File: src/rtl/pbus_pkg.sv
package pbus_pkg;

  localparam int unsigned CPU_W   = 32;
  localparam int unsigned HALF_W  = 16;
  localparam int unsigned LANES   = CPU_W / 8;
  localparam int unsigned LANE_IW = $clog2(LANES);

  typedef enum logic [1:0] {
    SZ_BYTE = 2'd0,
    SZ_HALF = 2'd1,
    SZ_WORD = 2'd2
  } size_e;

  typedef enum logic [1:0] {
    ST_IDLE = 2'd0,
    ST_HLO  = 2'd1,
    ST_HHI  = 2'd2,
    ST_WIDE = 2'd3
  } state_e;

  // Zero-extend from the access size; used for write forwarding and read narrowing.
  function automatic logic [CPU_W-1:0] fit_size(size_e sz, logic [CPU_W-1:0] d);
    case (sz)
      SZ_BYTE: return {{(CPU_W-8){1'b0}}, d[7:0]};
      SZ_HALF: return {{(CPU_W-16){1'b0}}, d[15:0]};
      default: return d;
    endcase
  endfunction

  function automatic logic is_word(size_e sz);
    return (sz != SZ_BYTE) && (sz != SZ_HALF);
  endfunction

  // Byte enables for the addressed lanes; lanes past the top are dropped.
  function automatic logic [LANES-1:0] lane_mask(size_e sz, logic [LANE_IW-1:0] lo);
    logic [2*LANES-1:0] m;
    case (sz)
      SZ_BYTE: m = {{(2*LANES-1){1'b0}}, 1'b1};
      SZ_HALF: m = {{(2*LANES-2){1'b0}}, 2'b11};
      default: return {LANES{1'b1}};
    endcase
    m = m << lo;
    return m[LANES-1:0];
  endfunction

  function automatic logic [CPU_W-1:0] lane_shift(logic [CPU_W-1:0] d, logic [LANE_IW-1:0] lo);
    return d << {lo, 3'b000};
  endfunction

endpackage

File: src/rtl/pbus_seq.sv
module pbus_seq
  import pbus_pkg::*;
#(
  parameter int unsigned OFS_W = 12
) (
  input  logic             clk,
  input  logic             rst_n,
  input  logic             req_valid,
  input  logic             req_write,
  input  logic             req_wide,
  input  logic [1:0]       req_size,
  input  logic [OFS_W-1:0] req_offset,
  input  logic [CPU_W-1:0] req_wdata,
  input  logic             hp_ack,
  input  logic             wp_ack,
  output logic             req_ready,
  output state_e           state,
  output logic             lat_write,
  output size_e            lat_size,
  output logic [OFS_W-1:0] lat_offset,
  output logic [CPU_W-1:0] lat_wdata,
  output logic             acc_evt,
  output logic             split_lo_evt,
  output logic             done_evt
);

  logic lo_ack, hi_ack, wide_ack;

  assign req_ready    = (state == ST_IDLE);
  assign acc_evt      = req_valid && req_ready;
  assign lo_ack       = (state == ST_HLO)  && hp_ack;
  assign hi_ack       = (state == ST_HHI)  && hp_ack;
  assign wide_ack     = (state == ST_WIDE) && wp_ack;
  assign split_lo_evt = lo_ack && is_word(lat_size);
  assign done_evt     = (lo_ack && !is_word(lat_size)) || hi_ack || wide_ack;

  always_ff @(posedge clk) begin
    if (!rst_n) begin
      state      <= ST_IDLE;
      lat_write  <= 1'b0;
      lat_size   <= SZ_BYTE;
      lat_offset <= '0;
      lat_wdata  <= '0;
    end else begin
      case (state)
        ST_IDLE: if (acc_evt) begin
          lat_write  <= req_write;
          lat_size   <= size_e'(req_size);
          lat_offset <= req_offset;
          lat_wdata  <= req_wdata;
          state      <= req_wide ? ST_WIDE : ST_HLO;
        end
        ST_HLO:  if (hp_ack) state <= is_word(lat_size) ? ST_HHI : ST_IDLE;
        ST_HHI:  if (hp_ack) state <= ST_IDLE;
        default: if (wp_ack) state <= ST_IDLE;
      endcase
    end
  end

endmodule

File: src/rtl/pbus_hport.sv
module pbus_hport
  import pbus_pkg::*;
#(
  parameter int unsigned OFS_W = 12
) (
  input  logic              clk,
  input  logic              rst_n,
  input  state_e            state,
  input  logic              lat_write,
  input  size_e             lat_size,
  input  logic [OFS_W-1:0]  lat_offset,
  input  logic [CPU_W-1:0]  lat_wdata,
  input  logic              split_lo_evt,
  input  logic [HALF_W-1:0] hp_rdata,
  output logic              hp_valid,
  output logic              hp_write,
  output logic              hp_half,
  output logic [OFS_W-1:0]  hp_offset,
  output logic [HALF_W-1:0] hp_wdata,
  output logic [CPU_W-1:0]  half_rdata
);

  localparam logic [OFS_W-1:0] HI_STEP = OFS_W'(HALF_W / 8);

  logic [CPU_W-1:0]  wext;
  logic [HALF_W-1:0] lo_q;
  logic              upper;

  assign upper     = (state == ST_HHI);
  assign wext      = fit_size(lat_size, lat_wdata);
  assign hp_valid  = (state == ST_HLO) || upper;
  assign hp_write  = lat_write;
  assign hp_half   = (lat_size != SZ_BYTE);
  assign hp_offset = upper ? lat_offset + HI_STEP : lat_offset;
  assign hp_wdata  = upper ? wext[CPU_W-1:HALF_W] : wext[HALF_W-1:0];

  always_ff @(posedge clk) begin
    if (!rst_n)            lo_q <= '0;
    else if (split_lo_evt) lo_q <= hp_rdata;
  end

  assign half_rdata = is_word(lat_size) ? {hp_rdata, lo_q}
                                        : {{(CPU_W-HALF_W){1'b0}}, hp_rdata};

endmodule

File: src/rtl/pbus_wport.sv
module pbus_wport
  import pbus_pkg::*;
#(
  parameter int unsigned OFS_W = 12
) (
  input  state_e            state,
  input  logic              lat_write,
  input  size_e             lat_size,
  input  logic [OFS_W-1:0]  lat_offset,
  input  logic [CPU_W-1:0]  lat_wdata,
  output logic              wp_valid,
  output logic              wp_write,
  output logic [OFS_W-1:0]  wp_addr,
  output logic [LANES-1:0]  wp_be,
  output logic [CPU_W-1:0]  wp_wdata
);

  logic [LANE_IW-1:0] lo;

  assign lo       = lat_offset[LANE_IW-1:0];
  assign wp_valid = (state == ST_WIDE);
  assign wp_write = lat_write;
  assign wp_addr  = {lat_offset[OFS_W-1:LANE_IW], {LANE_IW{1'b0}}};
  assign wp_be    = lane_mask(lat_size, lo);
  assign wp_wdata = lane_shift(fit_size(lat_size, lat_wdata), lo);

endmodule

File: src/rtl/pbus_rsp.sv
module pbus_rsp
  import pbus_pkg::*;
(
  input  logic             clk,
  input  logic             rst_n,
  input  logic             done_evt,
  input  state_e           state,
  input  size_e            lat_size,
  input  logic [CPU_W-1:0] half_rdata,
  input  logic [CPU_W-1:0] wp_rdata,
  output logic             rsp_valid,
  output logic [CPU_W-1:0] rsp_rdata
);

  logic [CPU_W-1:0] raw;

  assign raw = (state == ST_WIDE) ? wp_rdata : half_rdata;

  always_ff @(posedge clk) begin
    if (!rst_n) begin
      rsp_valid <= 1'b0;
      rsp_rdata <= '0;
    end else begin
      rsp_valid <= done_evt;
      if (done_evt) rsp_rdata <= fit_size(lat_size, raw);
    end
  end

endmodule

File: src/rtl/pbus_bridge.sv
module pbus_bridge
  import pbus_pkg::*;
#(
  parameter int unsigned OFS_W = 12
) (
  input  logic              clk,
  input  logic              rst_n,
  input  logic              req_valid,
  output logic              req_ready,
  input  logic              req_write,
  input  logic              req_wide,
  input  logic [1:0]        req_size,
  input  logic [OFS_W-1:0]  req_offset,
  input  logic [31:0]       req_wdata,
  output logic              rsp_valid,
  output logic [31:0]       rsp_rdata,
  output logic              hp_valid,
  output logic              hp_write,
  output logic              hp_half,
  output logic [OFS_W-1:0]  hp_offset,
  output logic [15:0]       hp_wdata,
  input  logic              hp_ack,
  input  logic [15:0]       hp_rdata,
  output logic              wp_valid,
  output logic              wp_write,
  output logic [OFS_W-1:0]  wp_addr,
  output logic [3:0]        wp_be,
  output logic [31:0]       wp_wdata,
  input  logic              wp_ack,
  input  logic [31:0]       wp_rdata
);

  state_e           state;
  logic             lat_write;
  size_e            lat_size;
  logic [OFS_W-1:0] lat_offset;
  logic [CPU_W-1:0] lat_wdata;
  logic             acc_evt;
  logic             split_lo_evt;
  logic             done_evt;
  logic [CPU_W-1:0] half_rdata;

  pbus_seq #(.OFS_W(OFS_W)) u_seq (
    .clk, .rst_n, .req_valid, .req_write, .req_wide, .req_size, .req_offset,
    .req_wdata, .hp_ack, .wp_ack, .req_ready, .state, .lat_write, .lat_size,
    .lat_offset, .lat_wdata, .acc_evt, .split_lo_evt, .done_evt
  );

  pbus_hport #(.OFS_W(OFS_W)) u_hport (
    .clk, .rst_n, .state, .lat_write, .lat_size, .lat_offset, .lat_wdata,
    .split_lo_evt, .hp_rdata, .hp_valid, .hp_write, .hp_half, .hp_offset,
    .hp_wdata, .half_rdata
  );

  pbus_wport #(.OFS_W(OFS_W)) u_wport (
    .state, .lat_write, .lat_size, .lat_offset, .lat_wdata,
    .wp_valid, .wp_write, .wp_addr, .wp_be, .wp_wdata
  );

  pbus_rsp u_rsp (
    .clk, .rst_n, .done_evt, .state, .lat_size, .half_rdata, .wp_rdata,
    .rsp_valid, .rsp_rdata
  );

endmodule

File: config.mk
export PLATFORM = sky130hd
export DESIGN_NAME = pbus_bridge
export DESIGN_NICKNAME = d
export VERILOG_FILES = /design/src/rtl/pbus_pkg.sv /design/src/rtl/pbus_seq.sv /design/src/rtl/pbus_hport.sv /design/src/rtl/pbus_wport.sv /design/src/rtl/pbus_rsp.sv /design/src/rtl/pbus_bridge.sv
export SDC_FILE = /design/constraint.sdc
export NUM_CORES = 1
export LEC_CHECK = 0
export BUFFER_PORTS_ARGS = -buffer_cell sky130_fd_sc_hd__buf_4
export CORE_ASPECT_RATIO = 0.6
export CORE_MARGIN = 4
export CORE_UTILIZATION = 50
export CTS_BUF_LIST = sky130_fd_sc_hd__clkbuf_16
export CTS_CLUSTER_SIZE = 20
export DETAILED_ROUTE_END_ITERATION = 16
export PLACE_DENSITY = 0.8
export SYNTH_ARGS = -nofsm -noshare
export SYNTH_HDL_FRONTEND = slang
export SYNTH_SLANG_ARGS = --single-unit
File: constraint.sdc
create_clock -name clk -period 2.12 [get_ports clk]
set_input_delay 0.212 -clock clk [delete_from_list [all_inputs] [get_ports clk]]
set_output_delay 0.212 -clock clk [all_outputs]
set_load 0.01 [all_outputs]
# Yosys cells after proc, flatten, opt, wreduce, memory -nomap -nowiden
# Cells that the tools add are included.
# word_totals
out_inout_bits	115
register_bits	98
# op_classes
reduce_logical	18
muxes	15
n_eq_ne	8
shifts	2
n_addsub	1
# ops
cell	count
case mux 32 bit (2 select lines)	2
2-to-1 mux 32 bit	2
left shift 32 x 5 -> 32 bit	1
2-to-1 mux 16 bit	1
case mux 8 bit (2 select lines)	1
adder 12 x 2 -> 12 bit, second input constant	1
2-to-1 mux 12 bit	1
2-to-1 mux 2 bit	6
left shift 8 x 2 -> 4 bit	1
logical AND 1 bit	7
inequality test 2 bit, second input constant	3
case mux 2 bit (3 select lines)	1
== test 2 x 1 -> 1 bit, second input constant	2
== test 2 bit, second input constant	2
zero test 2 bit	2
2-to-1 mux 4 bit	1
AND reduction 4 bit	1
nonzero test 4 bit	1
logical OR 1 bit	3
inequality test 2 x 1 -> 1 bit, second input constant	1
AND reduction 2 bit	1
nonzero test 2 bit	1
OR reduction 2 bit	1
zero test 1 bit	1

# Longest topological paths before layout
# logic_depth
depth_word	6
mapped_depth	8
mapped_depth_nobuf	5

# Cells and area by module
# Synthesis repeated with hierarchy kept, for this count alone.
# unflattened
cells_unflattened	637
hier_area_um2	5519.0
# modules_own_cells
mod	instances	seq_area_each_um2	cells_per_inst	area_each_um2
pbus_seq	1	980.9	230	1966.9
pbus_hport	1	320.3	152	1460.2
pbus_rsp	1	660.6	153	1406.3
pbus_wport	1	0.0	102	685.7

# Worst setup path before layout
# No wires, ideal clock.
# synth_path
kind	flip-flop to output port
from	register u_seq.state[0]
to	output hp_offset[11]
arrival_time_ns	1.474
t_required_ns	1.908
path_buffers	2
path_slack_ns	0.434
stages_incl_launch_ff	8
cell_sequence	dfxtp_1 > inv_1 > ha_1 > buf_2 > buf_4 > nand2_1 > nor4_1 > xor2_1
# synth_between
elab_chain_cells	2
# synth_rtl
element	line	rtl
from (decl)	pbus_seq.sv:17	output state_e state,
from (signal assigned)	pbus_seq.sv:51	state <= req_wide ? ST_WIDE : ST_HLO;
from (signal assigned)	pbus_seq.sv:53	ST_HLO: if (hp_ack) state <= is_word(lat_size) ? ST_HHI : ST_IDLE;
== test 2 bit	pbus_hport.sv:29	assign upper = (state == ST_HHI);
2-to-1 mux 12 bit	pbus_hport.sv:34	assign hp_offset = upper ? lat_offset + HI_STEP : lat_offset;
to (decl)	pbus_bridge.sv:20	output logic [OFS_W-1:0] hp_offset,
# Every way passes these cells.

# Final worst setup path
# layout_path
from	register u_seq.state[0]
to	output hp_wdata[14]
# layout_between
elab_chain_cells	2
# layout_rtl
element	line	rtl
== test 2 bit	pbus_hport.sv:29	
2-to-1 mux 16 bit	pbus_hport.sv:35	assign hp_wdata = upper ? wext[CPU_W-1:HALF_W] : wext[HALF_W-1:0];
to (decl)	pbus_bridge.sv:21	output logic [15:0] hp_wdata,
# Every way passes these cells.

==> results by group <==
CTS
  – CTS tree: yes
  – Clk buf depth: 2
  – Root buf cell: clkbuf_16
  – Clock Sinks: 98
  – Reg clk slew, reported paths: around 0.070 ns
  – Hold_buf cts: 0
  – Worst-skew pair later-pin latency: roughly 0.34 ns
  – H-Tree Depth: 3
  – CTS Buf Count: 9

Global routing
  – First-pass GRT wire length: 29000 um
  – Grt total ovfl: 0
  – Gr usage total: 0.277
  – Largest net degree at the start of global routing: 49
  – Initial antenna violation count: 0
  – Vias in the first global route: 5309

Critical path
  – R2r endpoint: u_rsp.rsp_rdata[25]$_SDFFE_PN0P_
  – R2R Path Start: u_seq.state[0]$_SDFFE_PN0P_
  – Worst setup SP type: register
  – Worst path arrival time: 1.83 ns
  – Worst R2R Path Depth: 6
  – Critical Path RT: between 1.5 and 2 ns
  – Bufs and invs on worst path: 3
  – Critical path endpoint category: output port
  – CP Launch Point: u_seq.state[0]$_SDFFE_PN0P_
  – Critical path depth: 6
  – Worst path cell trace: inv_2, ha_4, buf_12, mux2_2, a22o_1, buf_4
  – Critical path type: register to output port
  – CP endpoint: hp_wdata[14]
  – Worst R2R Setup Slack: 0.24 ns
  – Crit-path max FO: 8
  – Crit path largest cell delay: 0.34 ns
  – Slowest cell on the critical path: dfxtp_2
  – Crit path max-delay family: buffers and inverters

Timing
  – Max-slew headroom: 0.506
  – RSZ-0062 raised after global routing: no
  – Fmax: 0.490 GHz
  – WHS: 0.123 ns
  – Min setup slack post-route: 0.0782 ns
  – Tmin final: 2.04 ns
  – Slew Viols, Final: 0
  – Final Hold Viols: 0
  – Tightest Pin Transition: around 0.74 ns
  – Fin crit share: 0.963
  – Sum Neg Setup Slack: 0 ns
  – Setup Skew: 0.00983 ns
  – Setup violators final: 0

Yosys
  – Ys Warns: 0
  – #FFs+latches synth: around 100
  – Gate Count Post-Synth: 687
  – Mapped Area: between 0.005 and 0.006 mm2
  – Netlist cell types: around 40
  – Fraction of registers with async set/reset: 0
  – Main synth FF type: dfxtp_1
  – Post-synth EDFFs: 0
  – Seq/Total Area, Yosys: 0.353
  – Average size of a mapped cell: 8.10 um2

Final layout
  – Synth-to-Final Area Change: 36.6%
  – Fin nets: 968
  – Share of cells above drive strength 1: 0.355
  – Leading cell type in the layout, fill and taps excluded: buf_4
  – Most frequent cells in the layout: 229 x buf_4, 167 x nand2_1, 95 x dfxtp_1
  – ANT cells: 0

Power
  – Switching Share: 0.368
  – VDD IR max: 456 uV
  – Total power per unit cell area: between 900 and 1000 mW/mm2
  – Comb power frac: 0.411
  – Net Sw Power: roughly 2600 uW
  – Seq pwr share: 0.339
  – P_int: approximately 4400 uW
  – Pleak: around 0.0032 uW
  – Clock power share: 0.251

Placed design
  – GP Congestion: 0.966
  – Port bufs: 213
  – Setup WS pre-CTS: 0.233 ns
  – Post-DP HPWL: 13900 um

Drt
  – DRT Wirelength: between 15000 and 20000 um
  – WL/cell: 19.2 um
  – First-pass DRT Iterations: 5
  – Antenna Violating Nets Remaining: 0
  – Initial drt markers: roughly 560
  – # DRC: 0
  – Via-per-instance ratio: 5.76
  – Vias: 5793

Job
  – Max_cap viols: 0

Floorplan
  – Standard-cell row count: 29
  – Die H: 89.7 um
  – Die area: 0.0129 mm2
  – Area of the core: about 0.011 mm2
  – Initial Utilization: 0.520
  – I/O pins: approximately 220
  – Die width: ~140 um

Status
  – Outcome: finished clean

Min path
  – Class of the worst hold path: input pin to register
[layout make-up]
class	instances	area, um2
Clock buffer	9	225
Clock inverter	7	92.6
Fill cell	844	3100
Inverter	15	60.1
Multi-Input combinational cell	501	3210
Sequential cell	98	1970
Tap cell	139	174
Timing Repair Buffer	236	1880
[flip-flops by register name, summed over array words and instances (netlist names)]
register          flops
u_rsp.rsp_valid       1
u_hport.lo_q         16
u_seq.lat_wdata      32
u_seq.state           2
u_seq.lat_write       1
u_seq.lat_size        2
u_rsp.rsp_rdata      32
u_seq.lat_offset     12
[tightest hold or removal path: stages]
cell,delay [ns]
buf_4,0.11
nand2_1,0.04
a21boi_0,0.06
[worst min-delay path by stage]
| stage | startpoint | to | slack, ns | cells past startpoint |
|---|---|---|---|---|
| global placement | u_hport.lo_q[7]$_SDFFE_PN0P_ | u_hport.lo_q[7]$_SDFFE_PN0P_ | 0.44 | 2 |
| finish | req_wdata[29] | u_seq.lat_wdata[29]$_SDFFE_PN0P_ | 0.12 | 3 |
| detailed placement | u_hport.lo_q[7]$_SDFFE_PN0P_ | u_hport.lo_q[7]$_SDFFE_PN0P_ | 0.45 | 2 |
| global route | req_wdata[29] | u_seq.lat_wdata[29]$_SDFFE_PN0P_ | 0.12 | 3 |
| CTS | req_wdata[29] | u_seq.lat_wdata[29]$_SDFFE_PN0P_ | 0.12 | 3 |
| floorplan | hp_rdata[5] | u_hport.lo_q[5]$_SDFFE_PN0P_ | 0.35 | 2 |
[logic make-up after synthesis]
family	after synthesis	synth area share
xor gates and xnor gates	10	0.0157
adders and majority gates	6	0.0135
muxes	51	0.0991
and+or+nand+nor	262	0.204
buffers and inverters	89	0.0814
other	1	0.000674
AOI/OAI and AO/OA	170	0.233
DFF	98	0.353
[layer usage]
layer / wire length (um) / track usage / part of all wire
met1: 8480 / 0.402 / 0.44
met3: 1820 / 0.0657 / 0.094
met4: 461 / 0.0613 / 0.024
met2: 8570 / 0.417 / 0.44
met5: 0 / 0 / 0
[what timing repair did]
item                       in CTS  in global routing
resized for setup               4                 10
gates cloned                    1                  1
setup endpoints to repair      13                 23
pin swaps                       0                  2
setup buffers                   0                  2
[synth_stat cells (all sizes together), types with 9 or more instances]
cell type	instances	area, um2
nor3	12	60.1
nand3	44	220
a21boi	79	593
and2	9	56.3
dfxtp	98	1960
clkbuf	26	97.6
inv	14	52.6
nor2	11	41.3
o21ai	17	85.1
mux2	33	372
o22ai	24	206
nand2	168	631
buf	48	299
mux2i	18	180
a22o	18	158
nand2b	9	56.3
[power by group through the flow]
| stage | Combinational (uW) | Sequential (uW) | Clock [uW] |
|---|---|---|---|
| after floorplan | 1620 | 2330 | 0 |
| after global placement | 2650 | 2380 | 0 |
| after detailed placement | 2700 | 2390 | 0 |
| after CTS | 2780 | 2360 | 1780 |
| after global routing | 3080 | 2410 | 1850 |
| final | 2880 | 2370 | 1760 |
[through the flow]
step / total power (uW) / std cells / area [um2] / utilization
after floorplan: 3950 / 688 / 5570 / -
after global placement: 5030 / 985 / 7150 / 0.668
after detailed placement: 5090 / 985 / 7150 / 0.668
after CTS: 6920 / 1002 / 7530 / 0.703
after global routing: 7340 / 1005 / 7600 / 0.710
final: 7010 / 1005 / 7600 / 0.710
Power figures use the tool's default switching activity.
